[src/rtl/async_rx_pkg.sv]
package async_rx_pkg;
  typedef enum logic [2:0] {
    ST_IDLE, ST_START, ST_DATA, ST_PAR, ST_STOP, ST_BRKWAIT
  } rx_state_e;

  typedef struct packed {
    logic perr;
    logic ferr;
    logic brk;
  } rx_flags_t;
endpackage

[src/rtl/async_rx_front.sv]
module async_rx_front #(
  parameter int SYNC_STAGES = 2
) (
  input  logic clk_i,
  input  logic rst_ni,
  input  logic rxd_i,
  input  logic lb_txd_i,
  input  logic lb_sel_i,
  output logic line_o
);
  logic raw;
  assign raw = lb_sel_i ? lb_txd_i : rxd_i;

  generate
    if (SYNC_STAGES < 2) begin : g_one
      logic sq;
      always_ff @(posedge clk_i or negedge rst_ni)
        if (!rst_ni) sq <= 1'b1;
        else         sq <= raw;
      assign line_o = sq;
    end else begin : g_many
      logic [SYNC_STAGES-1:0] sq;
      always_ff @(posedge clk_i or negedge rst_ni)
        if (!rst_ni) sq <= '1;
        else         sq <= {sq[SYNC_STAGES-2:0], raw};
      assign line_o = sq[SYNC_STAGES-1];
    end
  endgenerate
endmodule

[src/rtl/async_rx_deser.sv]
module async_rx_deser
  import async_rx_pkg::*;
#(
  parameter int OSR    = 16,
  parameter int MIN_W  = 5,
  parameter int MAX_W  = 8,
  parameter int WLEN_W = 2
) (
  input  logic              clk_i,
  input  logic              rst_ni,
  input  logic              tick_i,
  input  logic              line_i,
  input  logic [WLEN_W-1:0] wlen_i,
  input  logic              par_en_i,
  input  logic              par_even_i,
  output logic              done_o,
  output logic [MAX_W-1:0]  data_o,
  output rx_flags_t         flags_o
);
  localparam int CNT_W = $clog2(OSR);
  localparam int IDX_W = $clog2(MAX_W);
  localparam logic [CNT_W-1:0] MID  = CNT_W'(OSR/2 - 1);
  localparam logic [CNT_W-1:0] LAST = CNT_W'(OSR - 1);

  rx_state_e        state;
  logic [CNT_W-1:0] cnt;
  logic [IDX_W-1:0] idx;
  logic [IDX_W-1:0] last_idx;
  logic [MAX_W-1:0] shreg;
  logic             all_low, par_acc, perr_q;

  assign last_idx = IDX_W'(MIN_W - 1) + IDX_W'(wlen_i);

  always_ff @(posedge clk_i or negedge rst_ni) begin
    if (!rst_ni) begin
      state   <= ST_IDLE;
      cnt     <= '0;
      idx     <= '0;
      shreg   <= '0;
      all_low <= 1'b0;
      par_acc <= 1'b0;
      perr_q  <= 1'b0;
      done_o  <= 1'b0;
      data_o  <= '0;
      flags_o <= '0;
    end else begin
      done_o <= 1'b0;
      if (tick_i) begin
        unique case (state)
          ST_IDLE: if (!line_i) begin
            state <= ST_START;
            cnt   <= '0;
          end
          ST_START: begin
            if (cnt == MID) begin
              cnt     <= '0;
              idx     <= '0;
              shreg   <= '0;
              all_low <= 1'b1;
              par_acc <= 1'b0;
              perr_q  <= 1'b0;
              state   <= line_i ? ST_IDLE : ST_DATA;  // glitch rejection
            end else cnt <= cnt + 1'b1;
          end
          ST_DATA: begin
            if (cnt == LAST) begin
              cnt        <= '0;
              shreg[idx] <= line_i;
              all_low    <= all_low & ~line_i;
              par_acc    <= par_acc ^ line_i;
              if (idx == last_idx) state <= par_en_i ? ST_PAR : ST_STOP;
              else                 idx   <= idx + 1'b1;
            end else cnt <= cnt + 1'b1;
          end
          ST_PAR: begin
            if (cnt == LAST) begin
              cnt     <= '0;
              all_low <= all_low & ~line_i;
              perr_q  <= par_acc ^ line_i ^ ~par_even_i;
              state   <= ST_STOP;
            end else cnt <= cnt + 1'b1;
          end
          ST_STOP: begin
            if (cnt == LAST) begin
              cnt          <= '0;
              done_o       <= 1'b1;
              data_o       <= shreg;
              flags_o.perr <= perr_q;
              flags_o.ferr <= ~line_i;
              flags_o.brk  <= all_low & ~line_i;
              state        <= (all_low & ~line_i) ? ST_BRKWAIT : ST_IDLE;
            end else cnt <= cnt + 1'b1;
          end
          ST_BRKWAIT: if (line_i) state <= ST_IDLE;
          default: state <= ST_IDLE;
        endcase
      end
    end
  end
endmodule

[src/rtl/async_rx_hold.sv]
module async_rx_hold
  import async_rx_pkg::*;
#(
  parameter int MAX_W = 8
) (
  input  logic             clk_i,
  input  logic             rst_ni,
  input  logic             load_i,
  input  logic [MAX_W-1:0] ldata_i,
  input  rx_flags_t        lflags_i,
  input  logic             rd_i,
  output logic [MAX_W-1:0] data_o,
  output logic             dready_o,
  output rx_flags_t        flags_o,
  output logic             oerr_o
);
  logic still_full;
  assign still_full = dready_o & ~rd_i;

  always_ff @(posedge clk_i or negedge rst_ni) begin
    if (!rst_ni) begin
      data_o   <= '0;
      dready_o <= 1'b0;
      flags_o  <= '0;
      oerr_o   <= 1'b0;
    end else if (load_i && still_full) begin
      oerr_o <= 1'b1;  // new char dropped, old one kept
    end else if (load_i) begin
      data_o   <= ldata_i;
      flags_o  <= lflags_i;
      dready_o <= 1'b1;
      oerr_o   <= 1'b0;
    end else if (rd_i) begin
      dready_o <= 1'b0;
      flags_o  <= '0;
      oerr_o   <= 1'b0;
    end
  end
endmodule

[src/rtl/async_rx.sv]
module async_rx
  import async_rx_pkg::*;
#(
  parameter int OSR         = 16,
  parameter int MIN_W       = 5,
  parameter int MAX_W       = 8,
  parameter int WLEN_W      = 2,
  parameter int SYNC_STAGES = 2
) (
  input  logic              clk_i,
  input  logic              rst_ni,
  input  logic              tick_i,
  input  logic              rxd_i,
  input  logic              lb_txd_i,
  input  logic              lb_sel_i,
  input  logic [WLEN_W-1:0] wlen_i,
  input  logic              par_en_i,
  input  logic              par_even_i,
  input  logic              rd_i,
  output logic [MAX_W-1:0]  data_o,
  output logic              dready_o,
  output logic              perr_o,
  output logic              ferr_o,
  output logic              brk_o,
  output logic              oerr_o
);
  logic             line;
  logic             load;
  logic [MAX_W-1:0] ldata;
  rx_flags_t        lflags, hflags;

  async_rx_front #(.SYNC_STAGES(SYNC_STAGES)) u_front (
    .clk_i, .rst_ni, .rxd_i, .lb_txd_i, .lb_sel_i, .line_o(line)
  );

  async_rx_deser #(.OSR(OSR), .MIN_W(MIN_W), .MAX_W(MAX_W), .WLEN_W(WLEN_W)) u_deser (
    .clk_i, .rst_ni, .tick_i, .line_i(line), .wlen_i, .par_en_i, .par_even_i,
    .done_o(load), .data_o(ldata), .flags_o(lflags)
  );

  async_rx_hold #(.MAX_W(MAX_W)) u_hold (
    .clk_i, .rst_ni, .load_i(load), .ldata_i(ldata), .lflags_i(lflags), .rd_i,
    .data_o, .dready_o, .flags_o(hflags), .oerr_o
  );

  assign perr_o = hflags.perr;
  assign ferr_o = hflags.ferr;
  assign brk_o  = hflags.brk;
endmodule

[config.mk]
export PLATFORM = sky130hd
export DESIGN_NAME = async_rx
export DESIGN_NICKNAME = d
export VERILOG_FILES = /design/src/rtl/async_rx_pkg.sv /design/src/rtl/async_rx_front.sv /design/src/rtl/async_rx_deser.sv /design/src/rtl/async_rx_hold.sv /design/src/rtl/async_rx.sv
export SDC_FILE = /design/constraint.sdc
export NUM_CORES = 1
export LEC_CHECK = 0
export BUFFER_PORTS_ARGS = -buffer_cell sky130_fd_sc_hd__buf_4
export CAP_MARGIN = 0
export CORE_MARGIN = 2
export CORE_UTILIZATION = 61
export CTS_BUF_LIST = sky130_fd_sc_hd__clkbuf_4
export CTS_CLUSTER_DIAMETER = 120
export DETAILED_ROUTE_END_ITERATION = 16
export PLACE_DENSITY = 0.89
export RECOVER_POWER = 25
export SLEW_MARGIN = 25
export SYNTH_ARGS = -nofsm -noshare
export SYNTH_HDL_FRONTEND = slang
export SYNTH_HIERARCHICAL = 1
export SYNTH_SLANG_ARGS = --single-unit
[constraint.sdc]
create_clock -name clk_i -period 2.8 [get_ports clk_i]
set_clock_uncertainty 0.15 [all_clocks]
set_input_delay 0.14 -clock clk_i [delete_from_list [all_inputs] [get_ports clk_i]]
set_output_delay 0.14 -clock clk_i [all_outputs]
set_load 0.005 [all_outputs]
; ---- Word-level counts from Yosys, hierarchy flattened
; Cells that the tools add are included.
; Widths: inputs -> output; s select.
[totals]
out_inout_bits = 13
in_bits = 11
register_bits = 48
[classes]
n_eq_ne = 17
mux = 43
n_lt_le_gt_ge = 2
add_sub_neg = 3
n_bitwise = 8
n_reduce_logical = 20
[ops]
columns = cell, count
row1 = $mux 3, 14
row2 = $pmux 3 s6, 1
row3 = $mux 8, 2
row4 = $pmux 8 s2, 1
row5 = $mux 1, 14
row6 = $mux 4, 3
row7 = $ne 2x1->1 const B, 6
row8 = $pmux 4 s3, 1
row9 = $reduce_and 4->1, 3
row10 = $bwmux 8, 1
row11 = $reduce_and 8->1, 1
row12 = $reduce_bool 2->1, 4
row13 = $eq 3x2->1 const B, 2
row14 = $eq 3x3->1 const B, 2
row15 = $ne 2x2->1 const B, 3
row16 = $pmux 1 s2, 3
row17 = $pmux 3 s2, 1
row18 = $reduce_and 3->1, 2
row19 = $reduce_bool 3->1, 2
row20 = $reduce_and 5->1, 1
row21 = $add 4x1->4 const B, 1
row22 = $eq 4x3->1 const B, 1
row23 = $eq 4x4->1 const B, 1
row24 = $lt 3x4->1 const B, 1
row25 = 15 further kinds, 22

; ---- Logic depth before layout (Yosys ltp)
; Gate-level depths: netlist of the first run.
[logic_depth]
depth_word = 7
mapped_depth = 7
ltp_nobuf = 5

; ---- Cells and area by module
; Netlist of the first run, hierarchy kept.
[by_module_without_submodules]
columns = module, n_inst, area_per_inst_um2, cells_each, seq_area_each_um2
row1 = async_rx_deser, 1, 1778.0, 177, 825.8
row2 = async_rx_hold, 1, 524.3, 32, 325.3
row3 = async_rx_front, 1, 67.6, 3, 52.6

; ---- Least setup slack after synthesis of the first run
; Ideal clock, no wire load.
[synth_timing]
kind = flip-flop to flip-flop
startpoint = reg u_deser.cnt[0]
endpoint = reg u_deser.data_o[1]
setup_ps = 125
required_ps = 2525
t_arrival_ps = 1714
path_stages_with_launch = 7
setup_slack_ps = 811
path_cell_list = dfrtp_1 > ha_1 > nand3_2 > or4_4 > buf_6 > buf_12 > mux2_4
[synth_via]
elab_chain_len = 2
[synth_lines]
columns = element, line_no
row1 = from (decl), async_rx_deser.sv:26  ; logic [CNT_W-1:0] cnt;
row2 = from (signal assigned), async_rx_deser.sv:63  ; end else cnt <= cnt + 1'b1;
row3 = from (signal assigned), async_rx_deser.sv:73  ; end else cnt <= cnt + 1'b1;
row4 = from (signal assigned), async_rx_deser.sv:81  ; end else cnt <= cnt + 1'b1;
row5 = $eq 4x4->1, async_rx_deser.sv:84  ; if (cnt == LAST) begin
row6 = $reduce_and 3->1 (no line), --
row7 = to (signal assigned), async_rx_deser.sv:87  ; data_o <= shreg;
row8 = to (decl), async_rx_deser.sv:17  ; output logic [MAX_W-1:0] data_o,
; Every way passes these cells.
; A chain may end at the register's enable or synchronous reset.

; ---- Worst setup path in the final report of the first run
[layout_timing]
startpoint = reg u_deser.state[1]
endpoint = reg u_deser.par_acc
[layout_via]
elab_chain_len = 3
elab_cells_between_ends = 7
cone_classes = eq/ne (4) / mux (1) / reduce/logical (2)
[layout_lines]
columns = element, line_no
row1 = from (decl), async_rx_deser.sv:25  ; rx_state_e state;
row2 = from (signal assigned), async_rx_deser.sv:62  ; state <= line_i ? ST_IDLE : ST_DATA;
row3 = from (signal assigned), async_rx_deser.sv:71  ; if (idx == last_idx) state <= par_en_i ? ST_PAR : ST_STOP;
row4 = from (signal assigned), async_rx_deser.sv:91  ; state <= (all_low & ~line_i) ? ST_BRKWAIT : ST_IDLE;
row5 = $eq 3x2->1 / $eq 3x1->1 (equally long branches), async_rx_deser.sv:49  ; unique case (state)
row6 = $ne 2x1->1 (no line) / $reduce_bool 2->1 (equally long branches), --
row7 = $reduce_and 4->1 (no line), --
row8 = to (signal assigned), async_rx_deser.sv:70  ; par_acc <= par_acc ^ line_i;
row9 = to (decl), async_rx_deser.sv:30  ; logic all_low, par_acc, perr_q;
; Parallel ways exist; a longest one is shown, timed or not.

==> results of run 1 <==
==> where the power goes <==
group / switching, mW / internal [mW] / leakage, nW
clock network: 0.214 / 0.0947 / 0.0249
registers: 0.139 / 0.764 / 0.643
logic: 0.260 / 0.213 / 0.561
==> kinds of logic after synthesis <==
family	after synthesis	synth area share [%]
XOR/XNOR	4	1.48
AND/OR/NAND/NOR	55	13.5
AO/OA/AOI/OAI	59	16.2
flip-flops	48	50.8
adder cells (fa/ha/maj)	2	1.06
buffers and inverters	24	5.49
multiplexers	20	11.5
==> cell usage in the layout, fill, tap and decap left out, types with 5 or more instances in the layout <==
cell type,instances
mux2_4,13
a31oi_1,7
inv_1,11
buf_4,22
nand2_1,17
mux2_2,6
nor2_1,9
clkbuf_4,5
a22o_1,6
o21ai_0,24
dlygate4sd3_1,5
dfrtp_1,46
==> worst paths after layout <==
path                                            from                    to  slack, ns  cells after the start
worst max-delay path                u_deser/state[1]       u_deser/par_acc       0.65                      4
worst min-delay path                       wlen_i[1]      u_deser/state[0]       0.12                      5
worst max register to register      u_deser/state[1]       u_deser/par_acc       0.65                      4
worst min register to register  u_front/g_many.sq[0]  u_front/g_many.sq[1]       0.22                      0
max in group asynchronous                     rst_ni      u_hold/data_o[1]       1.45                      2
min in group asynchronous                     rst_ni      u_hold/data_o[0]       0.36                      2
==> layout make-up <==
type                    instances  area (um2)  area share, %
multi-input cells             140        1040           39.6
clock buffers                   5        37.5           1.43
inverters                      11        41.3           1.58
well taps                      48        60.1           2.29
repair buffers                 28         220           8.41
flip-flops and latches         48        1200           46.0
clock inverters                 3        18.8          0.717
==> stage by stage <==
stage / utilization (%) / worst slack, ns / hold WS [ns] / power, mW
final: 71.0 / 0.654 / 0.121 / 1.68
after global routing: 71.0 / 0.519 / 0.142 / 1.80
after global placement: 68.1 / 0.747 / 0.0287 / 1.35
after detailed placement: 68.1 / 0.680 / 0.0317 / 1.37
after floorplan: - / 0.811 / -0.306 / 1.27
after CTS: 71.0 / 0.659 / 0.104 / 1.69
==> metal layers <==
layer | GRT usage [%] | vias up | share of wire, % | wire length (um)
met5 | 0 | - | 0 | 0
met4 | 7.65 | 0 | 1.6 | 65
met3 | 4.26 | 8 | 4.8 | 195
met2 | 32.4 | 50 | 47 | 1910
met1 | 28.9 | 799 | 47 | 1930
li1 | - | 811 | - | -
==> state kept, by name, summed over array words and instances, names as in the netlist <==
signal,count
u_deser/par_acc,1
u_deser/perr_q,1
u_deser/data_o,8
u_deser/all_low,1
u_deser/state,3
u_hold/oerr_o,1
u_hold/flags_o,3
u_hold/data_o,8
u_deser/idx,3
u_deser/done_o,1
u_deser/flags_o,3
u_front/g_many.sq,2
u_deser/cnt,4
u_hold/dready_o,1
u_deser/shreg,8
==> timing repair <==
action	CTS	global route
endpoints found under the hold margin	52	0
hold buffers	5	0
gates resized for setup	0	0
==> worst min-delay path, cell delays in order <==
cell,delay (ns)
buf_4,0.08
xnor2_1,0.08
nand4_1,0.09
a211o_1,0.13
o22ai_1,0.08
==> metrics.csv, run 1 <==
stage;metric;value;unit
drt;TritonRoute pass-1 iters;4;
logic_synthesis;synthesized area per cell;11.2;um2
finish;nets;247;
worst_setup_path;cells along the critical path;or3b_1, a21o_1, or4b_1, nand2_1;
worst_setup_path;Setup CP Type;flip-flop to flip-flop;
outcome;status;completed;
drt;number of remaining DRC errors;0;
pwr;Pleak;1.23;nW
logic_synthesis;main flop type after synthesis;dfrtp_1;
finish;Fillers;280;
worst_setup_path;Worst path slowest cell;dfrtp_1;
worst_setup_path;critical path peak fanout;19;
drt;drt first-iter violations;99;
timing;RSZ-0062 raised after global routing;false;
worst_setup_path;Worst EP arrival;2.31;ns
timing;Final setup viols;0;
die;die area;4400;um2
timing;Slew @ Worst Pin;1.14;ns
die;IO Count;24;
finish;Layout area overhead;10.5;%
logic_synthesis;Mapped Area;2370;um2
timing;final hold violation count;0;
global_route;pin count of the biggest net entering global routing;49;
logic_synthesis;Post-synth EDFFs;0;
die;Die W;66.3;um
timing;max frequency;466;MHz
logic_synthesis;Mapped Cells;212;
drt;vias post-DR;1668;
finish;ant diodes;0;
clock_network;root buf cell;clkbuf_4;
logic_synthesis;top-count cell post-synth;dfrtp_1;
finish;share of cells above drive strength 1;24.3;%
clock_network;CTS Buf Count;5;
placed_design;Final HPWL DP;2910;um
global_route;GRT overflow;0;
timing;Sum Neg Setup Slack;0;ns
drt;ANT nets after route;0;
logic_synthesis;Post-synth top cells;dfrtp_1, o21ai_0, nand2_1;
logic_synthesis;Seq/Total Area, Yosys;50.8;%
pwr;PwrDens;644;nW/um2
placed_design;Placed Area;2510;um2
logic_synthesis;Yosys reg bits;48;
timing;Final Slew Violations;0;
pwr;worst-case vdd ir drop;0.461;mV
logic_synthesis;most area-hungry cell type in the Yosys netlist;dfrtp_1;
global_route;first-pass GRT wire length;6960;um
worst_setup_path;slowest cell delay on critical path;0.58;ns
worst_setup_path;Top Family by Delay on Critical Path;simple AND/OR/NAND/NOR gates;
clock_network;clock latency on the worst-skew pair;0.36;ns
die;DIE HEIGHT;66.3;um
die;Cell Rows;22;
run;max_cap viols;0;
clock_network;clock slew at reported path FFs;0.13;ns
clock_network;H-Tree Depth;2;
logic_synthesis;Syn Nets;225;
placed_design;port bufs;23;
worst_hold_path;Hold Crit Class;input port to flip-flop;
worst_setup_path;Worst setup SP type;flip-flop;
clock_network;CTS tree;done;
placed_design;GPL Wtd Cong;0.836;
clock_network;post-CTS setup buffer count;0;
worst_setup_path;Req. time, crit path;2.96;ns
logic_synthesis;ys async rst share;100;%
die;Core Box Area;3690;um2
timing;Max-slew headroom;24.1;%
drt;drt wl/cell;14.5;um
global_route;All-Layer GR Usage;20.9;%
logic_synthesis;largest cells by area after synthesis;dfrtp_1, mux2_4, o21ai_0, mux2_2, nand2_1;
placed_design;Post-Place Cells;270;
drt;Post-Route WL;4100;um
worst_setup_path;Crit path buffers/inverters;0;
clock_network;deepest clock path buffer count;2;
logic_synthesis;yosys warns;6;
drt;Avg Vias per Cell;5.89;
global_route;initial antenna violation count;0;
finish;fin cells;283;
timing;crit path time final;2.15;ns
logic_synthesis;Synth top area share;48.6;%
die;initial core utilization;64.2;%
global_route;vias in the first global route;1523;
clock_network;clock sinks;48;
timing;fin crit share;76.7;%
worst_setup_path;Setup crit end kind;flip-flop;
logic_synthesis;Synth cell types;51;
finish;fin area;2620;um2
(Power assumes the default switching activity.)
==> inputs of run 2 (changes only) <==
--- a/config.mk
+++ b/config.mk
@@ -8,11 +8,11 @@
 export BUFFER_PORTS_ARGS = -buffer_cell sky130_fd_sc_hd__buf_4
 export CAP_MARGIN = 0
 export CORE_MARGIN = 2
-export CORE_UTILIZATION = 61
+export CORE_UTILIZATION = 55
 export CTS_BUF_LIST = sky130_fd_sc_hd__clkbuf_4
 export CTS_CLUSTER_DIAMETER = 120
 export DETAILED_ROUTE_END_ITERATION = 16
-export PLACE_DENSITY = 0.89
+export PLACE_DENSITY = 0.85
 export RECOVER_POWER = 25
 export SLEW_MARGIN = 25
 export SYNTH_ARGS = -nofsm -noshare
==> constraint.sdc (replaced) <==
create_clock -name clk_i -period 1.7 [get_ports clk_i]
set_clock_uncertainty 0.15 [all_clocks]
set_input_delay 0.085 -clock clk_i [delete_from_list [all_inputs] [get_ports clk_i]]
set_output_delay 0.085 -clock clk_i [all_outputs]
set_load 0.005 [all_outputs]
==> run 2 against run 1 <==
Against the previous run:
- the run now ends with setup timing left
- largest power group unchanged
- non-clock buffer count up 30
- utilization up 3.4 points
- clock power rose to 2.7 times the previous value
- wire length up 28%
- sequential power up 57%
- combinational power rose to 2.9 times the previous value
- setup slack worse by 0.80 ns
==> metrics.csv, run 2 (synthesis results as in run 1) <==
stage;metric;value;unit
pwr;PwrDens;1200;nW/um2
finish;ant diodes;0;
die;Core Box Area;4090;um2
finish;Multi-input gate area;1170;um2
global_route;initial antenna violation count;0;
clock_network;root buf cell;clkbuf_4;
timing;Final Slew Violations;0;
global_route;All-Layer GR Usage;22.8;%
drt;drt wl/cell;16.7;um
drt;drt first-iter violations;85;
pwr;worst-case vdd ir drop;0.684;mV
finish;commonest non-fill, non-tap cell in the layout;buf_4;
worst_setup_path;Worst path slowest cell;or4b_1;
pwr;Pleak;1.43;nW
finish;share of cells above drive strength 1;42.3;%
drt;TritonRoute pass-1 iters;4;
global_route;GRT overflow;0;
die;DIE HEIGHT;69.6;um
run;max_cap viols;0;
clock_network;clock latency on the worst-skew pair;0.37;ns
worst_setup_path;Worst setup SP type;flip-flop;
finish;Largest regs;u_deser/data_o x8, u_deser/shreg x8, u_hold/data_o x8;
finish;fin area;3040;um2
timing;setup slack after layout;-0.150;ns
finish;nets;277;
clock_network;CTS tree;done;
worst_setup_path;Setup CP Type;flip-flop to flip-flop;
worst_setup_path;Crit path buffers/inverters;1;
timing;Max-slew headroom;22.7;%
clock_network;clock slew at reported path FFs;0.13;ns
outcome;failing checks;setup timing;
worst_setup_path;slowest cell delay on critical path;0.46;ns
finish;Fillers;264;
timing;crit path time final;1.85;ns
drt;Post-Route WL;5250;um
die;Die W;69.6;um
finish;FF/Latch Area;1200;um2
drt;ANT nets after route;0;
worst_hold_path;Hold Crit Class;input port to flip-flop;
worst_setup_path;Req. time, crit path;1.87;ns
placed_design;Final HPWL DP;3610;um
outcome;status;complete, but fails checks;
global_route;first-pass GRT wire length;8670;um
drt;Avg Vias per Cell;5.75;
clock_network;CTS Buf Count;5;
worst_setup_path;Top Family by Delay on Critical Path;simple AND/OR/NAND/NOR gates;
global_route;pin count of the biggest net entering global routing;49;
drt;vias post-DR;1812;
placed_design;GPL Wtd Cong;0.839;
timing;Final setup viols;26;
timing;fin crit share;109;%
placed_design;port bufs;23;
finish;Layout area overhead;28.3;%
die;die area;4850;um2
clock_network;H-Tree Depth;2;
timing;max frequency;541;MHz
drt;number of remaining DRC errors;0;
die;Cell Rows;23;
clock_network;deepest clock path buffer count;2;
finish;most frequent cells in the layout;buf_4, dfrtp_1, nand2_1, mux2_4;
finish;Util after Layout;74.4;%
placed_design;Placed Area;2750;um2
worst_setup_path;cells along the critical path;ha_4, nand4b_1, buf_4, a21o_4, or4b_1, nand2_1;
global_route;vias in the first global route;1816;
die;IO Count;24;
timing;RSZ-0062 raised after global routing;true;
worst_setup_path;Worst EP arrival;2.02;ns
die;initial core utilization;58.0;%
timing;Slew @ Worst Pin;1.16;ns
timing;final hold violation count;0;
worst_setup_path;Setup crit end kind;flip-flop;
worst_setup_path;critical path peak fanout;5;
clock_network;clock sinks;48;
[run 2: report_power, final]
part,internal (mW),total [mW],switching (mW)
combinational,0.680,1.39,0.711
clock,0.475,0.834,0.359
sequential,1.26,1.42,0.157
[run 2: worst paths after layout]
kind	from	end	slack, ns	cells past startpoint
max	u_deser/cnt[0]	u_deser/par_acc	-0.15	6
min	wlen_i[1]	u_deser/state[0]	0.07	5
max reg2reg	u_deser/cnt[0]	u_deser/par_acc	-0.15	6
min reg2reg	u_front/g_many.sq[0]	u_front/g_many.sq[1]	0.21	0
max in group asynchronous	rst_ni	u_deser/state[0]	0.30	2
min in group asynchronous	rst_ni	u_deser/all_low	0.33	2
[run 2: layout make-up]
type / instances / share of cell area (%)
multi-input combinational: 140 / 38.6
tap: 50 / 2.06
timing repair buffer: 58 / 14.9
sequential: 48 / 39.6
clock buffer: 6 / 1.48
inverter: 11 / 1.36
clock inverter: 2 / 1.98
[run 2: per-stage QoR]
step | power, mW | instances | hold WS [ns] | worst slack, ns | TNS (ns)
after floorplan | 2.15 | 212 | -0.361 | -0.165 | -0.971
after global placement | 2.55 | 300 | -0.0279 | -0.0764 | -1.08
after detailed placement | 2.59 | 300 | -0.0235 | -0.137 | -2.36
after CTS | 3.52 | 315 | 0.0261 | -0.162 | -2.51
after global routing | 3.87 | 315 | 0.0735 | -0.209 | -4.06
final | 3.64 | 315 | 0.0712 | -0.150 | -2.46
[run 2: worst min-delay path, delay by kind of cell]
| kind | cells | cell delay [ns] |
|---|---|---|
| simple gates | 1 | 0.11 |
| buf+inv | 1 | 0.08 |
| compound gates | 2 | 0.17 |
| xor+xnor | 1 | 0.11 |
[run 2: per-layer routing]
metal | GRT usage (%) | wire length (um) | share of wire [%] | vias to the layer above
met4 | 9.19 | 99 | 1.9 | 0
met1 | 28.1 | 2330 | 44 | 891
met5 | 0 | 0 | 0 | -
li1 | - | - | - | 877
met3 | 4.51 | 170 | 3.2 | 8
met2 | 39.4 | 2650 | 51 | 36
[run 2: repair_timing]
action | in CTS | in global routing
hold buffers | 5 | 0
pin swaps | 1 | 3
endpoints found under the hold margin | 58 | 0
endpoints found under the setup margin | 30 | 31
buffers inserted | 2 | 2
gates resized for setup | 21 | 23
